--- src/rtl/cmp_evt_pkg.sv ---
package cmp_evt_pkg;
   localparam int REG_W   = 8;
   localparam int B_DIS   = 7;
   localparam int B_OUT   = 5;
   localparam int B_FLAG  = 4;
   localparam int B_EN    = 3;
   localparam int B_MODE0 = 0;
   localparam int MODE_W  = 2;

   typedef enum logic [MODE_W-1:0] {
      EV_ANY  = 2'b00,
      EV_NONE = 2'b01,
      EV_FALL = 2'b10,
      EV_RISE = 2'b11
   } ev_mode_e;
endpackage

--- src/rtl/cmp_sync.sv ---
module cmp_sync #(
   parameter int STAGES = 2
) (
   input  logic clk,
   input  logic rst_n,
   input  logic raw_i,
   input  logic dis_i,
   output logic lvl_o
);
   logic [STAGES-1:0] chain;

   generate
      if (STAGES < 2) begin : g_bad_stages
         $error("cmp_sync: STAGES must be at least 2");
      end
      for (genvar i = 0; i < STAGES; i++) begin : g_stage
         if (i == 0) begin : g_first
            always_ff @(posedge clk) begin
               if (!rst_n) chain[0] <= 1'b0;
               else        chain[0] <= raw_i;
            end
         end else begin : g_next
            always_ff @(posedge clk) begin
               if (!rst_n) chain[i] <= 1'b0;
               else        chain[i] <= chain[i-1];
            end
         end
      end
   endgenerate

   assign lvl_o = dis_i ? 1'b0 : chain[STAGES-1];

   p_dis_forces_low_r2: assert property (@(posedge clk) disable iff (!rst_n)
      dis_i |-> !lvl_o);
endmodule

--- src/rtl/cmp_edge_sel.sv ---
module cmp_edge_sel
   import cmp_evt_pkg::*;
(
   input  logic     clk,
   input  logic     rst_n,
   input  logic     lvl_i,
   input  ev_mode_e mode_i,
   output logic     evt_o
);
   logic prev;
   logic rise, fall;

   always_ff @(posedge clk) begin
      if (!rst_n) prev <= 1'b0;
      else        prev <= lvl_i;
   end

   assign rise = lvl_i & ~prev;
   assign fall = ~lvl_i & prev;

   always_comb begin
      unique case (mode_i)
         EV_ANY:  evt_o = rise | fall;
         EV_FALL: evt_o = fall;
         EV_RISE: evt_o = rise;
         default: evt_o = 1'b0;
      endcase
   end

   p_reserved_quiet_r4: assert property (@(posedge clk) disable iff (!rst_n)
      (mode_i == EV_NONE) |-> !evt_o);
   p_evt_needs_change_r3: assert property (@(posedge clk) disable iff (!rst_n)
      evt_o |=> ($past(lvl_i) != $past(prev)));
endmodule

--- src/rtl/cmp_ctrl_reg.sv ---
module cmp_ctrl_reg
   import cmp_evt_pkg::*;
(
   input  logic             clk,
   input  logic             rst_n,
   input  logic             wr_i,
   input  logic [REG_W-1:0] wdata_i,
   input  logic             ack_i,
   input  logic             evt_i,
   output logic             dis_o,
   output logic             en_o,
   output ev_mode_e         mode_o,
   output logic             flag_o
);
   logic clr;

   assign clr = ack_i | (wr_i & wdata_i[B_FLAG]);

   always_ff @(posedge clk) begin
      if (!rst_n) begin
         dis_o  <= 1'b0;
         en_o   <= 1'b0;
         mode_o <= EV_ANY;
      end else if (wr_i) begin
         dis_o  <= wdata_i[B_DIS];
         en_o   <= wdata_i[B_EN];
         mode_o <= ev_mode_e'(wdata_i[B_MODE0 +: MODE_W]);
      end
   end

   always_ff @(posedge clk) begin
      if (!rst_n)     flag_o <= 1'b0;
      else if (evt_i) flag_o <= 1'b1;
      else if (clr)   flag_o <= 1'b0;
   end

   p_evt_sets_r7: assert property (@(posedge clk) disable iff (!rst_n)
      evt_i |=> flag_o);
   p_ack_clears_r6: assert property (@(posedge clk) disable iff (!rst_n)
      (ack_i && !evt_i) |=> !flag_o);
   p_w1c_r5: assert property (@(posedge clk) disable iff (!rst_n)
      (wr_i && wdata_i[B_FLAG] && !evt_i) |=> !flag_o);
   p_w0_keeps_r5: assert property (@(posedge clk) disable iff (!rst_n)
      (flag_o && !ack_i && !(wr_i && wdata_i[B_FLAG])) |=> flag_o);
endmodule

--- src/rtl/cmp_evt_irq.sv ---
module cmp_evt_irq
   import cmp_evt_pkg::*;
#(
   parameter int SYNC_STAGES = 2
) (
   input  logic             clk,
   input  logic             rst_n,
   input  logic             cmp_raw_i,
   input  logic             reg_wr_i,
   input  logic [REG_W-1:0] reg_wdata_i,
   output logic [REG_W-1:0] reg_rdata_o,
   input  logic             irq_ack_i,
   input  logic             gie_i,
   output logic             irq_o
);
   logic     dis, en, flag, lvl, evt;
   ev_mode_e mode;

   cmp_sync #(.STAGES(SYNC_STAGES)) sync_i (
      .clk(clk), .rst_n(rst_n), .raw_i(cmp_raw_i), .dis_i(dis), .lvl_o(lvl)
   );

   cmp_edge_sel edge_i (
      .clk(clk), .rst_n(rst_n), .lvl_i(lvl), .mode_i(mode), .evt_o(evt)
   );

   cmp_ctrl_reg ctrl_i (
      .clk(clk), .rst_n(rst_n), .wr_i(reg_wr_i), .wdata_i(reg_wdata_i),
      .ack_i(irq_ack_i), .evt_i(evt), .dis_o(dis), .en_o(en),
      .mode_o(mode), .flag_o(flag)
   );

   always_comb begin
      reg_rdata_o = '0;
      reg_rdata_o[B_DIS]  = dis;
      reg_rdata_o[B_OUT]  = lvl;
      reg_rdata_o[B_FLAG] = flag;
      reg_rdata_o[B_EN]   = en;
      reg_rdata_o[B_MODE0 +: MODE_W] = mode;
   end

   assign irq_o = flag & en & gie_i;

   p_irq_needs_gie_r8: assert property (@(posedge clk) disable iff (!rst_n)
      irq_o |-> (gie_i && reg_rdata_o[B_EN]));
   p_dis_out_low_r10: assert property (@(posedge clk) disable iff (!rst_n)
      reg_rdata_o[B_DIS] |-> !reg_rdata_o[B_OUT]);
   p_spare_zero_r10: assert property (@(posedge clk) disable iff (!rst_n)
      !reg_rdata_o[6] && !reg_rdata_o[2]);
endmodule

--- config.mk ---
export PLATFORM = sky130hd
export DESIGN_NAME = cmp_evt_irq
export DESIGN_NICKNAME = d
export VERILOG_FILES = /design/src/rtl/cmp_evt_pkg.sv /design/src/rtl/cmp_sync.sv /design/src/rtl/cmp_edge_sel.sv /design/src/rtl/cmp_ctrl_reg.sv /design/src/rtl/cmp_evt_irq.sv
export SDC_FILE = /design/constraint.sdc
export NUM_CORES = 1
export LEC_CHECK = 0
export ABC_AREA = 1
export BUFFER_PORTS_ARGS = -buffer_cell sky130_fd_sc_hd__buf_4
export CORE_AREA = 2 2 39 41
export CTS_BUF_LIST = sky130_fd_sc_hd__clkbuf_8 sky130_fd_sc_hd__clkbuf_16
export DETAILED_ROUTE_END_ITERATION = 7
export DIE_AREA = 0 0 41 43
export GPL_TIMING_DRIVEN = 0
export HOLD_SLACK_MARGIN = 0.03
export PLACE_DENSITY = 0.54
export SYNTH_ARGS = -nofsm -noshare
export SYNTH_HDL_FRONTEND = slang
export SYNTH_SLANG_ARGS = --single-unit
--- constraint.sdc ---
create_clock -name clk -period 1.35 [get_ports clk]
set_clock_uncertainty 0.2 [all_clocks]
set_input_delay 0.27 -clock clk [delete_from_list [all_inputs] [get_ports clk]]
set_output_delay 0.27 -clock clk [all_outputs]
set_load 0.1 [all_outputs]
==> Yosys cells after proc, flatten, opt, wreduce, memory -nomap -nowiden <==
Index checks and enable logic that the tools add are counted.
{ "totals": {"ff_bits": 8, "inputBits": 14} }
{ "op_classes": {"n_reduce_logical": 2, "bitwise_logic": 9, "eq_ne": 2, "n_mux": 4} }
{ "ops": {"columns": ["cell", "n"], "rows": [
  ["1-bit AND", 5],
  ["2-bit equality test, second input constant", 2],
  ["1-bit two-way mux", 3],
  ["1-bit one-hot mux with 3 select lines", 1],
  ["2-bit zero test", 1],
  ["1-bit inverter", 2],
  ["1-bit OR", 2],
  ["2-bit nonzero test", 1]
]} }

==> Logic depth before layout (Yosys ltp) <==
{ "logic_depth": {"ltp_word": 6, "mapped_depth": 8} }

==> Hierarchy <==
A second synthesis with hierarchy kept.
{ "hier_totals": {"hier_cells": 56, "area_unflattened_um2": 396.6} }
{ "modules_own_cells": {"columns": ["module", "area_each_um2", "n_inst", "cells_per_inst", "seq_area_each_um2"], "rows": [
  ["cmp_ctrl_reg", 178.9, 1, 24, 100.1],
  ["cmp_edge_sel", 90.1, 1, 14, 20.0],
  ["cmp_sync", 65.1, 1, 8, 40.0],
  ["cmp_evt_irq", 62.6, 1, 10, 0.0]
]} }

==> Worst setup path after synthesis <==
No wires, ideal clock.
{ "synth_timing": {"kind": "register -> register", "start": "register ctrl_i.mode_o[0]", "end": "register ctrl_i.flag_o", "t_arrival_ns": 1.371, "synth_period_minus_slack_ns": 1.683, "path_buffers": 0, "stages_incl_launch_ff": 6, "path_slack_ns": -0.333, "path_cell_list": "dfxtp_1 > inv_1 > nand3_1 > nand2_1 > nor2_1 > nor2_1"} }
{ "synth_via": {"elab_chain_cells": 3, "elab_cells_between_ends": 6, "cone_classes": "eq/ne (2); mux (2); reduce/logical (2)"} }
{ "synth_rtl": {"columns": ["item", "line", "source"], "rows": [
  ["start: declaration", "cmp_ctrl_reg.sv:12", "output ev_mode_e mode_o,"],
  ["start signal: assignment", "cmp_ctrl_reg.sv:27", "mode_o <= ev_mode_e'(wdata_i[B_MODE0 +: MODE_W]);"],
  ["2-bit equality test / 2-bit zero test (equally long branches)", "cmp_edge_sel.sv:22", "unique case (mode_i)"],
  ["1-bit one-hot mux with 3 select lines *", "cmp_edge_sel.sv:22", null],
  ["1-bit two-way mux / 2-bit nonzero test (equally long branches)", null, null],
  ["end signal: assignment", "cmp_ctrl_reg.sv:32", "if (!rst_n) flag_o <= 1'b0;"],
  ["end signal: assignment", "cmp_ctrl_reg.sv:33", "else if (evt_i) flag_o <= 1'b1;"],
  ["end signal: assignment", "cmp_ctrl_reg.sv:34", "else if (clr) flag_o <= 1'b0;"],
  ["end: declaration", "cmp_ctrl_reg.sv:13", "output logic flag_o"]
]} }
Every way passes the cells marked *; elsewhere a longest branch is shown, timed or not.
A chain may end at the register's enable or synchronous reset.

==> Final worst setup path <==
{ "layout_timing": {"start": "register ctrl_i.dis_o", "end": "output reg_rdata_o[5]"} }
{ "layout_via": {"elab_chain_cells": 1} }
{ "layout_rtl": {"columns": ["item", "line", "source"], "rows": [
  ["start: declaration", "cmp_ctrl_reg.sv:10", "output logic dis_o,"],
  ["start signal: assignment", "cmp_ctrl_reg.sv:25", "dis_o <= wdata_i[B_DIS];"],
  ["1-bit two-way mux", "cmp_sync.sv:31", "assign lvl_o = dis_i ? 1'b0 : chain[STAGES-1];"],
  ["end: declaration", "cmp_evt_irq.sv:11", "output logic [REG_W-1:0] reg_rdata_o,"]
]} }
Every way passes these cells.

==> summary.md <==
| Metric | Value |
|---|---|
| Run status | `complete, but fails checks` |
| Failing checks | `negative setup slack` |
| Max Cap Violations | `0` |
| Syn Inst Count | `53` |
| Die Wd | `roughly 40 um` |
| Vias in the first global route | `between 300 and 400` |
| Post-layout minimum cycle time | `approximately 1400 ps` |
| Critical-path top delay cell | `dfxtp_2` |
| Netlist cell types | `12` |
| Filler cells | `139` |
| Die Y | `43 um` |
| Drt via density | `just over 4` |
| Final Hold Fails | `0` |
| Syn-to-layout area delta | `80.3%` |
| Seq/Total Area, Yosys | `42.0%` |
| Synth warnings | `0` |
| Mapped Avg Cell Area | `between 7 and 8 sq um` |
| DP HPWL | `around 580 um` |
| TritonCTS clock tree | `built` |
| RSZ-0062 raised after global routing | `true` |
| Max-slew violation count | `0` |
| Clk sink count | `8` |
| DR DRC count | `0` |
| Critical path's largest stage delay | `around 330 ps` |
| Core area | `1380 sq um` |
| Row count | `14` |
| Final period util | `106%` |
| Setup_tns | `-108 ps` |
| Routability cong. | `0.684` |
| I/O Buffers | `17` |
| Routed WL | `~770 um` |
| Setup crit start kind | `register` |
| Seq cells post-synth | `8` |
| Cell area after synthesis | `approximately 380 sq um` |
| Ant diodes | `0` |
| Static leakage | `approximately 0.36 nW` |
| H-tree levels | `1` |
| DR WL/cell | `8.35 um` |
| Most frequent cells in the layout | `buf_4, nor2_1, inv_1` |
| Largest net degree at the start of global routing | `8` |
| CP Data Required Time | `880 ps` |
| CTS Buffer Depth | `2` |
| Post-layout worst setup margin | `-77.8 ps` |
| Die ar. | `approximately 1800 sq um` |
| CTS buffer count | `3` |
| Starting density of the core | `about 28%` |
| CTS root buffer | `clkbuf_8` |
| Initial antenna violation count | `0` |
| Antenna Nets Post-Route | `0` |
| Hold Path Class | `input port to register` |
| CP Capture Type | `output pin` |
| IO Count | `23` |
| FMAX | `0.700 GHz` |
| Commonest non-fill, non-tap cell in the layout | `buf_4` |
| Via count | `372` |
| Power per cell area | `between 1000 and 1500 nW/um^2` |
| DR pass1 iterations | `2` |
| Maximum vdd drop | `0.730 mV` |
| Tot Pwr | `~0.00076 W` |
| Gr usage total | `around 10%` |
| Chain of cells forming the critical path | `nor2_4, buf_6, buf_12` |
| Max FO, Critical Path | `3` |
| Detailed Route Iter0 Violations | `1` |
| Layout Nets | `between 90 and 100` |
| Share of cells above drive strength 1 | `between 40% and 50%` |
| Post-place setup slack | `-39.7 ps` |
| Crit Path Class | `register to output pin` |
| Worst endpoint data arrival time | `960 ps` |
| Worst skew pair latency | `around 220 ps` |
| Reg clk slew, reported paths | `roughly 40 ps` |
| GRT Residual Overflow | `0` |
| First-pass GRT wire length | `roughly 1200 um` |
| # setup viols final | `2` |
==> worst paths after layout <==
| kind | start | endpoint | slack [ps] | cells after the start |
|---|---|---|---|---|
| worst min register to register | sync_i.chain[0] | sync_i.chain[1] | 200 | 2 |
| worst max-delay path | ctrl_i.dis_o | reg_rdata_o[5] | -80 | 3 |
| worst min-delay path | reg_wdata_i[3] | ctrl_i.en_o | 70 | 3 |
| worst max register to register | sync_i.chain[1] | ctrl_i.flag_o | 20 | 9 |
==> final cells by class <==
cell class	count	area, sq um	share of cell area, %
Clock buffer	3	41.3	6.00
Sequential cell	8	168	24.4
Multi-Input combinational cell	30	168	24.4
Buffer	6	48.8	7.09
Tap cell	16	20.0	2.91
Timing Repair Buffer	19	205	29.8
Inverter	10	37.5	5.45
==> routing by layer <==
layer  part of all wire, %  vias up  GRT usage [%]
met3                    11        0           6.28
met1                    36      159           9.71
met2                    53       16           16.9
li1                      -      197              -
met5                     0        -              0
met4                     0        0           2.00
==> worst max-delay path, delay by kind of cell (launching register included) <==
kind / cells / cell delay (ps)
simple gates: 1 / 140
buf+inv: 2 / 270
flops: 1 / 330
==> synth_stat cells <==
cell | instances | area [sq um]
dfxtp_1 | 8 | 160
ha_1 | 2 | 25.0
conb_1 | 1 | 3.75
nand2_1 | 6 | 22.5
o21ai_1 | 1 | 5.00
nor2_1 | 11 | 41.3
buf_4 | 6 | 45.0
and3_1 | 1 | 6.26
o21ai_0 | 3 | 15.0
nand3_1 | 3 | 15.0
a21oi_1 | 1 | 5.00
inv_1 | 10 | 37.5
==> where the power goes <==
group / switching [W] / leakage, nW / internal [W] / total (W)
clock: 0.0000843 / 0.0216 / 0.000192 / 0.000277
combinational: 0.000139 / 0.267 / 0.0000765 / 0.000216
sequential: 0.0000112 / 0.0681 / 0.000253 / 0.000265
==> cell families (layout without fill, tap and decap cells) <==
kind of cell / Yosys count / count (layout) / synth area share [%]
DFF: 8 / 8 / 42.0
buffers and inverters: 16 / 38 / 21.6
other: 1 / 2 / 0.983
AOI/OAI and AO/OA: 5 / 5 / 6.55
adders and majority gates: 2 / 2 / 6.56
and+or+nand+nor: 21 / 21 / 22.3
==> state kept, by name, summed over array words and instances, names as in the netlist <==
name	count
ctrl_i.en_o	1
ctrl_i.flag_o	1
ctrl_i.dis_o	1
edge_i.prev	1
ctrl_i.mode_o	2
sync_i.chain	2
==> repair_timing <==
action                                 CTS  global route
hold buffers                             1             0
endpoints found under the hold margin    1             0
pin swaps                                1             0
resized for setup                       20             5
setup endpoints to repair                6             8
buffers inserted                         0             1
==> metrics by stage <==
step	std cells	utilization, %	hold slack, ps	instance area [sq um]
3_5_place_dp	87	38.8	199	537
4_1_cts	91	47.2	74.6	653
2_1_floorplan	54	-	163	389
3_3_place_gp	87	38.8	194	537
6_report	92	49.7	71.0	688
5_1_grt	92	49.7	89.3	688
Power figures use the tool's default switching activity.
